===== src/rtl/oneshot_pkg.sv =====
package oneshot_pkg;

    typedef enum logic [1:0] {
        ST_IDLE  = 2'd0,
        ST_PULSE = 2'd1,
        ST_HOLD  = 2'd2
    } os_state_t;

    typedef struct packed {
        logic fall_hit;
        logic rise_hit;
        logic clr_hit;
        logic fall_lvl;
        logic rise_lvl;
        logic clr_lvl;
    } edge_info_t;

endpackage


===== src/rtl/oneshot_sync_edge.sv =====
module oneshot_sync_edge #(
    parameter bit RST_LVL     = 1'b0,
    parameter bit DETECT_RISE = 1'b1
) (
    input  logic clk,
    input  logic rst_n,
    input  logic din,
    output logic lvl,
    output logic edge_seen
);

    logic s1_q;
    logic s2_q;
    logic prev_q;

    always_ff @(posedge clk) begin
        if (!rst_n) begin
            s1_q   <= RST_LVL;
            s2_q   <= RST_LVL;
            prev_q <= RST_LVL;
        end else begin
            s1_q   <= din;
            s2_q   <= s1_q;
            prev_q <= s2_q;
        end
    end

    assign lvl = s2_q;

    generate
        if (DETECT_RISE) begin : g_rise
            assign edge_seen = s2_q & ~prev_q;
        end else begin : g_fall
            assign edge_seen = ~s2_q & prev_q;
        end
    endgenerate

endmodule


===== src/rtl/oneshot_trig_gate.sv =====
module oneshot_trig_gate
    import oneshot_pkg::*;
(
    input  edge_info_t ei,
    output logic       trig,
    output logic       clr_ok
);

    logic fall_q;
    logic rise_q;
    logic clr_q;

    always_comb begin
        fall_q = ei.fall_hit & ei.rise_lvl & ei.clr_lvl;
        rise_q = ei.rise_hit & ~ei.fall_lvl & ei.clr_lvl;
        clr_q  = ei.clr_hit & ~ei.fall_lvl & ei.rise_lvl;
        trig   = fall_q | rise_q | clr_q;
        clr_ok = ei.clr_lvl;
    end

endmodule


===== src/rtl/oneshot_pulse_timer.sv =====
module oneshot_pulse_timer
    import oneshot_pkg::*;
#(
    parameter int CNT_W = 8
) (
    input  logic             clk,
    input  logic             rst_n,
    input  logic             trig,
    input  logic             clr_ok,
    input  logic [CNT_W-1:0] load_len,
    output logic             q_o,
    output logic             qn_o
);

    localparam logic [CNT_W-1:0] CNT_ZERO = '0;
    localparam logic [CNT_W-1:0] CNT_ONE  = CNT_W'(1);

    os_state_t        state_q, state_d;
    logic [CNT_W-1:0] cnt_q, cnt_d;
    logic             len_nz;

    assign len_nz = (load_len != CNT_ZERO);

    always_comb begin
        state_d = state_q;
        cnt_d   = cnt_q;
        unique case (state_q)
            ST_IDLE: begin
                if (!clr_ok) begin
                    state_d = ST_HOLD;
                end else if (trig && len_nz) begin
                    state_d = ST_PULSE;
                    cnt_d   = load_len;
                end
            end
            ST_PULSE: begin
                if (!clr_ok) begin
                    state_d = ST_HOLD;
                    cnt_d   = CNT_ZERO;
                end else if (trig) begin
                    if (len_nz) begin
                        cnt_d = load_len;
                    end else begin
                        state_d = ST_IDLE;
                        cnt_d   = CNT_ZERO;
                    end
                end else if (cnt_q == CNT_ONE) begin
                    state_d = ST_IDLE;
                    cnt_d   = CNT_ZERO;
                end else begin
                    cnt_d = cnt_q - CNT_ONE;
                end
            end
            ST_HOLD: begin
                if (clr_ok) begin
                    if (trig && len_nz) begin
                        state_d = ST_PULSE;
                        cnt_d   = load_len;
                    end else begin
                        state_d = ST_IDLE;
                    end
                end
            end
            default: begin
                state_d = ST_IDLE;
                cnt_d   = CNT_ZERO;
            end
        endcase
    end

    always_ff @(posedge clk) begin
        if (!rst_n) begin
            state_q <= ST_IDLE;
            cnt_q   <= CNT_ZERO;
        end else begin
            state_q <= state_d;
            cnt_q   <= cnt_d;
        end
    end

    always_comb begin
        q_o  = (state_q == ST_PULSE);
        qn_o = ~q_o;
    end

    a_r6_clear_drops: assert property (@(posedge clk) disable iff (!rst_n)
        !clr_ok |=> !q_o);

    a_r2_load_starts: assert property (@(posedge clk) disable iff (!rst_n)
        (clr_ok && trig && len_nz) |=> (q_o && cnt_q == $past(load_len)));

    a_r8_zero_len: assert property (@(posedge clk) disable iff (!rst_n)
        (trig && !len_nz) |=> !q_o);

    a_r5_count_down: assert property (@(posedge clk) disable iff (!rst_n)
        (q_o && clr_ok && !trig && cnt_q > CNT_ONE) |=> (q_o && cnt_q == $past(cnt_q) - CNT_ONE));

    a_r9_expire: assert property (@(posedge clk) disable iff (!rst_n)
        (q_o && clr_ok && !trig && cnt_q == CNT_ONE) |=> !q_o);

endmodule


===== src/rtl/dual_oneshot.sv =====
module dual_oneshot
    import oneshot_pkg::*;
#(
    parameter int NUM_CH = 2,
    parameter int CNT_W  = 8
) (
    input  logic                    clk,
    input  logic                    rst_n,
    input  logic [NUM_CH-1:0]       fall_trig_n,
    input  logic [NUM_CH-1:0]       rise_trig,
    input  logic [NUM_CH-1:0]       clr_n,
    input  logic [NUM_CH*CNT_W-1:0] len_cfg,
    output logic [NUM_CH-1:0]       pulse_out,
    output logic [NUM_CH-1:0]       pulse_out_n
);

    genvar ch;
    generate
        for (ch = 0; ch < NUM_CH; ch++) begin : g_ch
            edge_info_t ei;
            logic       trig;
            logic       clr_ok;

            oneshot_sync_edge #(.RST_LVL(1'b1), .DETECT_RISE(1'b0)) u_fall (
                .clk       (clk),
                .rst_n     (rst_n),
                .din       (fall_trig_n[ch]),
                .lvl       (ei.fall_lvl),
                .edge_seen (ei.fall_hit)
            );

            oneshot_sync_edge #(.RST_LVL(1'b0), .DETECT_RISE(1'b1)) u_rise (
                .clk       (clk),
                .rst_n     (rst_n),
                .din       (rise_trig[ch]),
                .lvl       (ei.rise_lvl),
                .edge_seen (ei.rise_hit)
            );

            oneshot_sync_edge #(.RST_LVL(1'b1), .DETECT_RISE(1'b1)) u_clr (
                .clk       (clk),
                .rst_n     (rst_n),
                .din       (clr_n[ch]),
                .lvl       (ei.clr_lvl),
                .edge_seen (ei.clr_hit)
            );

            oneshot_trig_gate u_gate (
                .ei     (ei),
                .trig   (trig),
                .clr_ok (clr_ok)
            );

            oneshot_pulse_timer #(.CNT_W(CNT_W)) u_timer (
                .clk      (clk),
                .rst_n    (rst_n),
                .trig     (trig),
                .clr_ok   (clr_ok),
                .load_len (len_cfg[ch*CNT_W +: CNT_W]),
                .q_o      (pulse_out[ch]),
                .qn_o     (pulse_out_n[ch])
            );
        end
    endgenerate

    a_r10_complement: assert property (@(posedge clk) disable iff (!rst_n)
        (pulse_out ^ pulse_out_n) == {NUM_CH{1'b1}});

endmodule


===== config.mk =====
export PLATFORM = sky130hd
export DESIGN_NAME = dual_oneshot
export DESIGN_NICKNAME = d
export VERILOG_FILES = /design/src/rtl/oneshot_pkg.sv /design/src/rtl/oneshot_sync_edge.sv /design/src/rtl/oneshot_trig_gate.sv /design/src/rtl/oneshot_pulse_timer.sv /design/src/rtl/dual_oneshot.sv
export SDC_FILE = /design/constraint.sdc
export NUM_CORES = 1
export LEC_CHECK = 0
export BUFFER_PORTS_ARGS = -buffer_cell sky130_fd_sc_hd__buf_2
export CORE_ASPECT_RATIO = 2
export CORE_UTILIZATION = 60
export CTS_CLUSTER_DIAMETER = 40
export DETAILED_ROUTE_END_ITERATION = 10
export GPL_TIMING_DRIVEN = 1
export MAX_ROUTING_LAYER = met4
export PLACE_DENSITY = 0.79
export SLEW_MARGIN = 5
export SYNTH_ARGS = -nofsm -noshare
export SYNTH_HDL_FRONTEND = slang
export SYNTH_SLANG_ARGS = --single-unit

===== constraint.sdc =====
create_clock -name clk -period 3.7 [get_ports clk]
set_input_delay 0.925 -clock clk [delete_from_list [all_inputs] [get_ports clk]]
set_output_delay 0.925 -clock clk [all_outputs]
set_load 0.02 [all_outputs]

# == Word-level counts from Yosys, hierarchy flattened ==
# Index checks and enable logic that the tools add are counted.
# op_classes
addsub,2
n_eq_ne,18
muxes,32
bitwise_logic,30
reduce_logical,12
# op_table
op,n
two-way mux 8 bit,12
case mux 8 bit (2 select lines),2
two-way mux 2 bit,14
bitwise AND 1 bit,18
"== test 8 x 1 -> 1 bit, second input constant",2
nonzero test 8 bit,2
"subtractor 8 x 1 -> 8 bit, second input constant",2
case mux 2 bit (3 select lines),2
"inequality test 2 x 1 -> 1 bit, second input constant",4
"inequality test 4 x 3 -> 1 bit, second input constant",2
"inequality test 4 bit, second input constant",2
NOT 1 bit,8
AND reduction 4 bit,2
"inequality test 3 x 2 -> 1 bit, second input constant",2
"== test 2 x 1 -> 1 bit, second input constant",2
"== test 2 bit, second input constant",2
zero test 2 bit,2
"inequality test 2 bit, second input constant",2
OR 1 bit,4
AND reduction 2 bit,2
OR reduction 2 bit,2
logical AND 1 bit,2
two-way mux 1 bit,2
# word_totals
register_bits,38
output_inout_bits,4

# == Depth between registers and ports, before layout ==
# depth
ltp_word,10
ltp_mapped,8
depth_no_buf,7

# == Modules after synthesis ==
# From an unflattened synthesis, not the netlist that was laid out.
# hier_totals
hier_cells,218
hier_area_um2,1974.4
# modules_own_cells
module,n_inst,cells_per_inst,area_per_inst_um2,seq_area_each_um2
oneshot_pulse_timer,2,82,680.7,200.2
oneshot_sync_edge (g_ch[0].u_clr ...),4,7,92.6,60.1
oneshot_sync_edge (g_ch[0].u_fall ...),2,7,85.1,60.1
oneshot_trig_gate,2,6,36.3,0.0

# == Least setup slack after synthesis ==
# Ideal clock, no wire load.
# synth_path
path_kind,in2reg
from,input len_cfg[8]
to,register g_ch[1].u_timer.cnt_q[7]
setup_time_ns,0.119
arrival_ns,1.925
t_required_ns,3.581
path_slack_ns,1.656
cell_stages,5
cell_sequence,nor4_1 > nand2_1 > a31oi_1 > a21oi_1 > o221a_2
# synth_via
elab_chain_cells,5
elab_cells_between_ends,8
# synth_lines
item,line,source
from (decl),dual_oneshot.sv:12,"input logic [NUM_CH*CNT_W-1:0] len_cfg,"
nonzero test 8 bit (*),oneshot_pulse_timer.sv:22,assign len_nz = (load_len != CNT_ZERO);
two-way mux 8 bit,oneshot_pulse_timer.sv:41,if (len_nz) begin
two-way mux 8 bit,oneshot_pulse_timer.sv:40,end else if (trig) begin
two-way mux 8 bit,oneshot_pulse_timer.sv:37,if (!clr_ok) begin
case mux 8 bit (2 select lines),oneshot_pulse_timer.sv:27,unique case (state_q)
to (signal assigned),oneshot_pulse_timer.sv:77,cnt_q <= cnt_d;
to (decl),oneshot_pulse_timer.sv:19,"logic [CNT_W-1:0] cnt_q, cnt_d;"
# Mark *: on every way between the ends. The rest lies on a longest branch, timed or not.
# A chain may end at the register's enable or synchronous reset.

# == Worst setup path after layout ==
# layout_path
from,register g_ch[0].u_timer.state_q[0]
to,register g_ch[0].u_timer.cnt_q[7]
# layout_via
elab_chain_cells,4
elab_cells_between_ends,8
# layout_lines
item,line,source
from (decl),oneshot_pulse_timer.sv:18,"os_state_t state_q, state_d;"
from (signal assigned),oneshot_pulse_timer.sv:76,state_q <= state_d;
== test 2 bit / zero test 2 bit (equally long branches),oneshot_pulse_timer.sv:27,
OR reduction 2 bit (no source line),n/a,
inequality test 2 x 1 -> 1 bit (no source line),n/a,
AND reduction 2 bit (no source line),n/a,
to (signal assigned),oneshot_pulse_timer.sv:77,
to (decl),oneshot_pulse_timer.sv:19,
# Parallel ways exist; a longest one is shown, timed or not.

==> impl_metrics.tcl <==
set metrics [dict create \
    run_status "finished, final reports clean" \
    wire_per_inst_um 16.1 \
    critPathArrivalTime_ps 2360 \
    synthAdderAreaFrac_pct 2.64 \
    port_buffers 27 \
    drv_cap 0 \
    cp_top_family "simple AND/OR/NAND/NOR gates" \
    async_flop_share_pct 0 \
    min_period_ps 2170 \
    finClkSkew_ps 5.68 \
    drt_iter0_drc 65 \
    hp-class "flop to flop" \
    rows 28 \
    drt_wl_total_mm 4.39 \
    path_cells "nand3b_1, a21oi_1, nor2b_1, a221oi_2, nor4b_1" \
    postCtsSetupBuffers 0 \
    hpwl_mm 3.31 \
    synth.most_common_cell "dfxtp_1" \
    cp-end-kind "flop" \
    die_h_um 81.5 \
    syn_nets 249 \
    first_global_vias 1732 \
    cts_tree "yes" \
    r2r_end "g_ch[0].u_timer.cnt_q[7]" \
    utilization_pct 70.2 \
    cts.clk_slew.worst_paths_ps 70 \
    place_congestion 0.989 \
    core_sq_mm 0.00298 \
    synthDominantCellAreaShare_pct 40.1 \
    ys_warn_count 0 \
    ys_seq_elements 38 \
    post-route-cell-area_sq_mm 0.00209 \
    min_period_over_period_pct 58.8 \
    numClockSinks 38 \
    cts_hold_buf 0 \
    finalSetupTns_ps 0 \
    cp.required_ps 3890 \
    die_w_um 41.8 \
    critical-path-slowest-cell "nor2b_1" \
    crit_path_start_kind "flop" \
    synth_top_area_cell "dfxtp_1" \
    synth-xor-area-share_pct 0 \
    synth_edf_count 0 \
    grt_max_degree 39 \
    cts_htree_levels 2 \
    synthMuxAreaShare_pct 0 \
    hold_depth 1 \
    antenna_found_initial 0 \
    path_buf_inv 0 \
    synth_area_per_cell_sq_um 8.58 \
    finalSetupViolCount 0 \
    synth_top_family_by_area "simple AND/OR/NAND/NOR gates" \
    p_per_area_mw_per_mm2 377 \
    critPathMaxStageDelay_ps 560 \
    clock_latency_ps 290 \
    postPlaceCellArea_sq_mm 0.00199 \
    syn-instance-count 221 \
    syn2layout_area_growth_pct 10.2 \
    r2r_setup_slack_ps 1530 \
    detail-route-antenna-nets 0 \
    rsz0062_at_grt "no" \
    drt-vias-per-instance 6.33 \
    first_pass_iters 4 \
    p_leak_nw 0.869 \
    crit_fanout 9 \
    grt_overflow 0 \
    hold_viol_final 0 \
    die-area_sq_mm 0.00340 \
    grt.total_usage_pct 28.4 \
    ff2ff_path_depth 5 \
    min_from "g_ch[1].u_fall.s1_q" \
    p_total_w 0.000787 \
    slew_headroom_pct 42.1 \
    ys_types 44 \
    drive_gt1_share_pct 18.1 \
    synth_area_leaders "dfxtp_1 40%, nand2b_1 5.3%, nand2_1 4.9%" \
    diodes 0 \
    slew_violations 0 \
    drc 0 \
    clockBufferDepth 2 \
    cts_buffers 5 \
    synth_ff_type "dfxtp_1" \
    grt_pass1_wl_mm 7.12 \
    holdWs_ps 405 \
    ys_top_cells_by_count "38 x dfxtp_1, 25 x nand2_1, 18 x a21oi_1" \
    path_class "flop to flop" \
    initial_utilization_pct 63.7 \
    fill_cells 245 \
    ir_worst_vdd_v 0.000316 \
    synth-simple-area-share_pct 27.2 \
    nets 270 \
    worst_pin_slew_ps 861 \
    hold_end "g_ch[1].u_fall.lvl" \
    io-pin-count 28 \
    synth_compound_area_share_pct 23.4 \
    post_synth_instance_area_sq_mm 0.00190 \
    cts-resized-gates 0 \
    worstReg2RegStart "g_ch[0].u_timer.state_q[0]" \
    ys_seq_area_share_pct 40.1 \
    clock.fmax_ghz 0.460 \
    cts_root_buffer "clkbuf_8" \
    via_count 1727 \
]
worst reg2reg max path, cell delays in order, from the launching register on:
cell      delay, ps
dfxtp_1         510
nand3b_1        150
a21oi_1         370
nor2b_1         560
a221oi_2        150
nor4b_1         340
how the worst max path moves through the flow:
stage / from / endpoint / cells after the start
after floorplan: len_cfg[8] / g_ch[1].u_timer.cnt_q[7] / 5
after global placement: len_cfg[9] / g_ch[1].u_timer.cnt_q[7] / 6
after detailed placement: len_cfg[1] / g_ch[0].u_timer.cnt_q[7] / 6
after CTS: g_ch[1].u_timer.state_q[0] / pulse_out[1] / 3
after global routing: g_ch[0].u_timer.state_q[0] / g_ch[0].u_timer.cnt_q[7] / 5
final: g_ch[0].u_timer.state_q[0] / g_ch[0].u_timer.cnt_q[7] / 5
stage by stage:
step,std cells,setup slack (ps)
6_report,273,1530
5_1_grt,273,1330
4_1_cts,273,1590
3_5_place_dp,265,1310
3_3_place_gp,265,1350
2_1_floorplan,221,1660
state kept, by name, indices dropped and copies added (netlist names):
| register | count |
|---|---|
| g_ch.u_timer.cnt_q | 16 |
| g_ch.u_timer.state_q | 4 |
| g_ch.u_clr.lvl | 2 |
| g_ch.u_clr.prev_q | 2 |
| g_ch.u_clr.s1_q | 2 |
| g_ch.u_fall.lvl | 2 |
| g_ch.u_fall.prev_q | 2 |
| g_ch.u_fall.s1_q | 2 |
| g_ch.u_rise.lvl | 2 |
| g_ch.u_rise.prev_q | 2 |
| g_ch.u_rise.s1_q | 2 |
cells by family (layout without fill, tap and decap cells):
logic type | Yosys count | count (layout)
adders and majority gates | 4 | 4
AOI/OAI and AO/OA | 61 | 61
DFF | 38 | 38
buffers and inverters | 27 | 49
and+or+nand+nor | 91 | 91
routing by layer:
layer	wire length, um	GRT usage, %	vias to the layer above
met1	1540	23.3	809
met4	201	25.2	0
met2	2490	52.3	64
met5	0	-	-
li1	-	-	836
met3	163	5.05	18
cell usage in the layout (no fill, tap or decap), types with 7 or more instances in the layout:
| master | count |
|---|---|
| and2_1 | 8 |
| nand2_1 | 25 |
| inv_1 | 14 |
| nand2b_1 | 16 |
| buf_2 | 27 |
| dfxtp_1 | 38 |
| o22ai_1 | 9 |
| nor2_1 | 10 |
| a21oi_1 | 18 |
| nor4_1 | 7 |
layout make-up:
type	count	area, sq um	share of cell area, %
multi-input cells	156	1010	48.3
flip-flops and latches	38	761	36.4
repair buffers	27	135	6.47
clock buffers	6	82.6	3.95
inverters	14	52.6	2.51
well taps	30	37.5	1.80
clock inverters	2	12.5	0.599
power breakdown:
part | switching (W) | internal, W | total (W)
combinational | 0.0000348 | 0.0000288 | 0.0000636
sequential | 0.00000762 | 0.000420 | 0.000428
clock | 0.000146 | 0.000150 | 0.000296
total | 0.000188 | 0.000599 | 0.000787
Note: power is estimated with default switching activity, not from simulation.
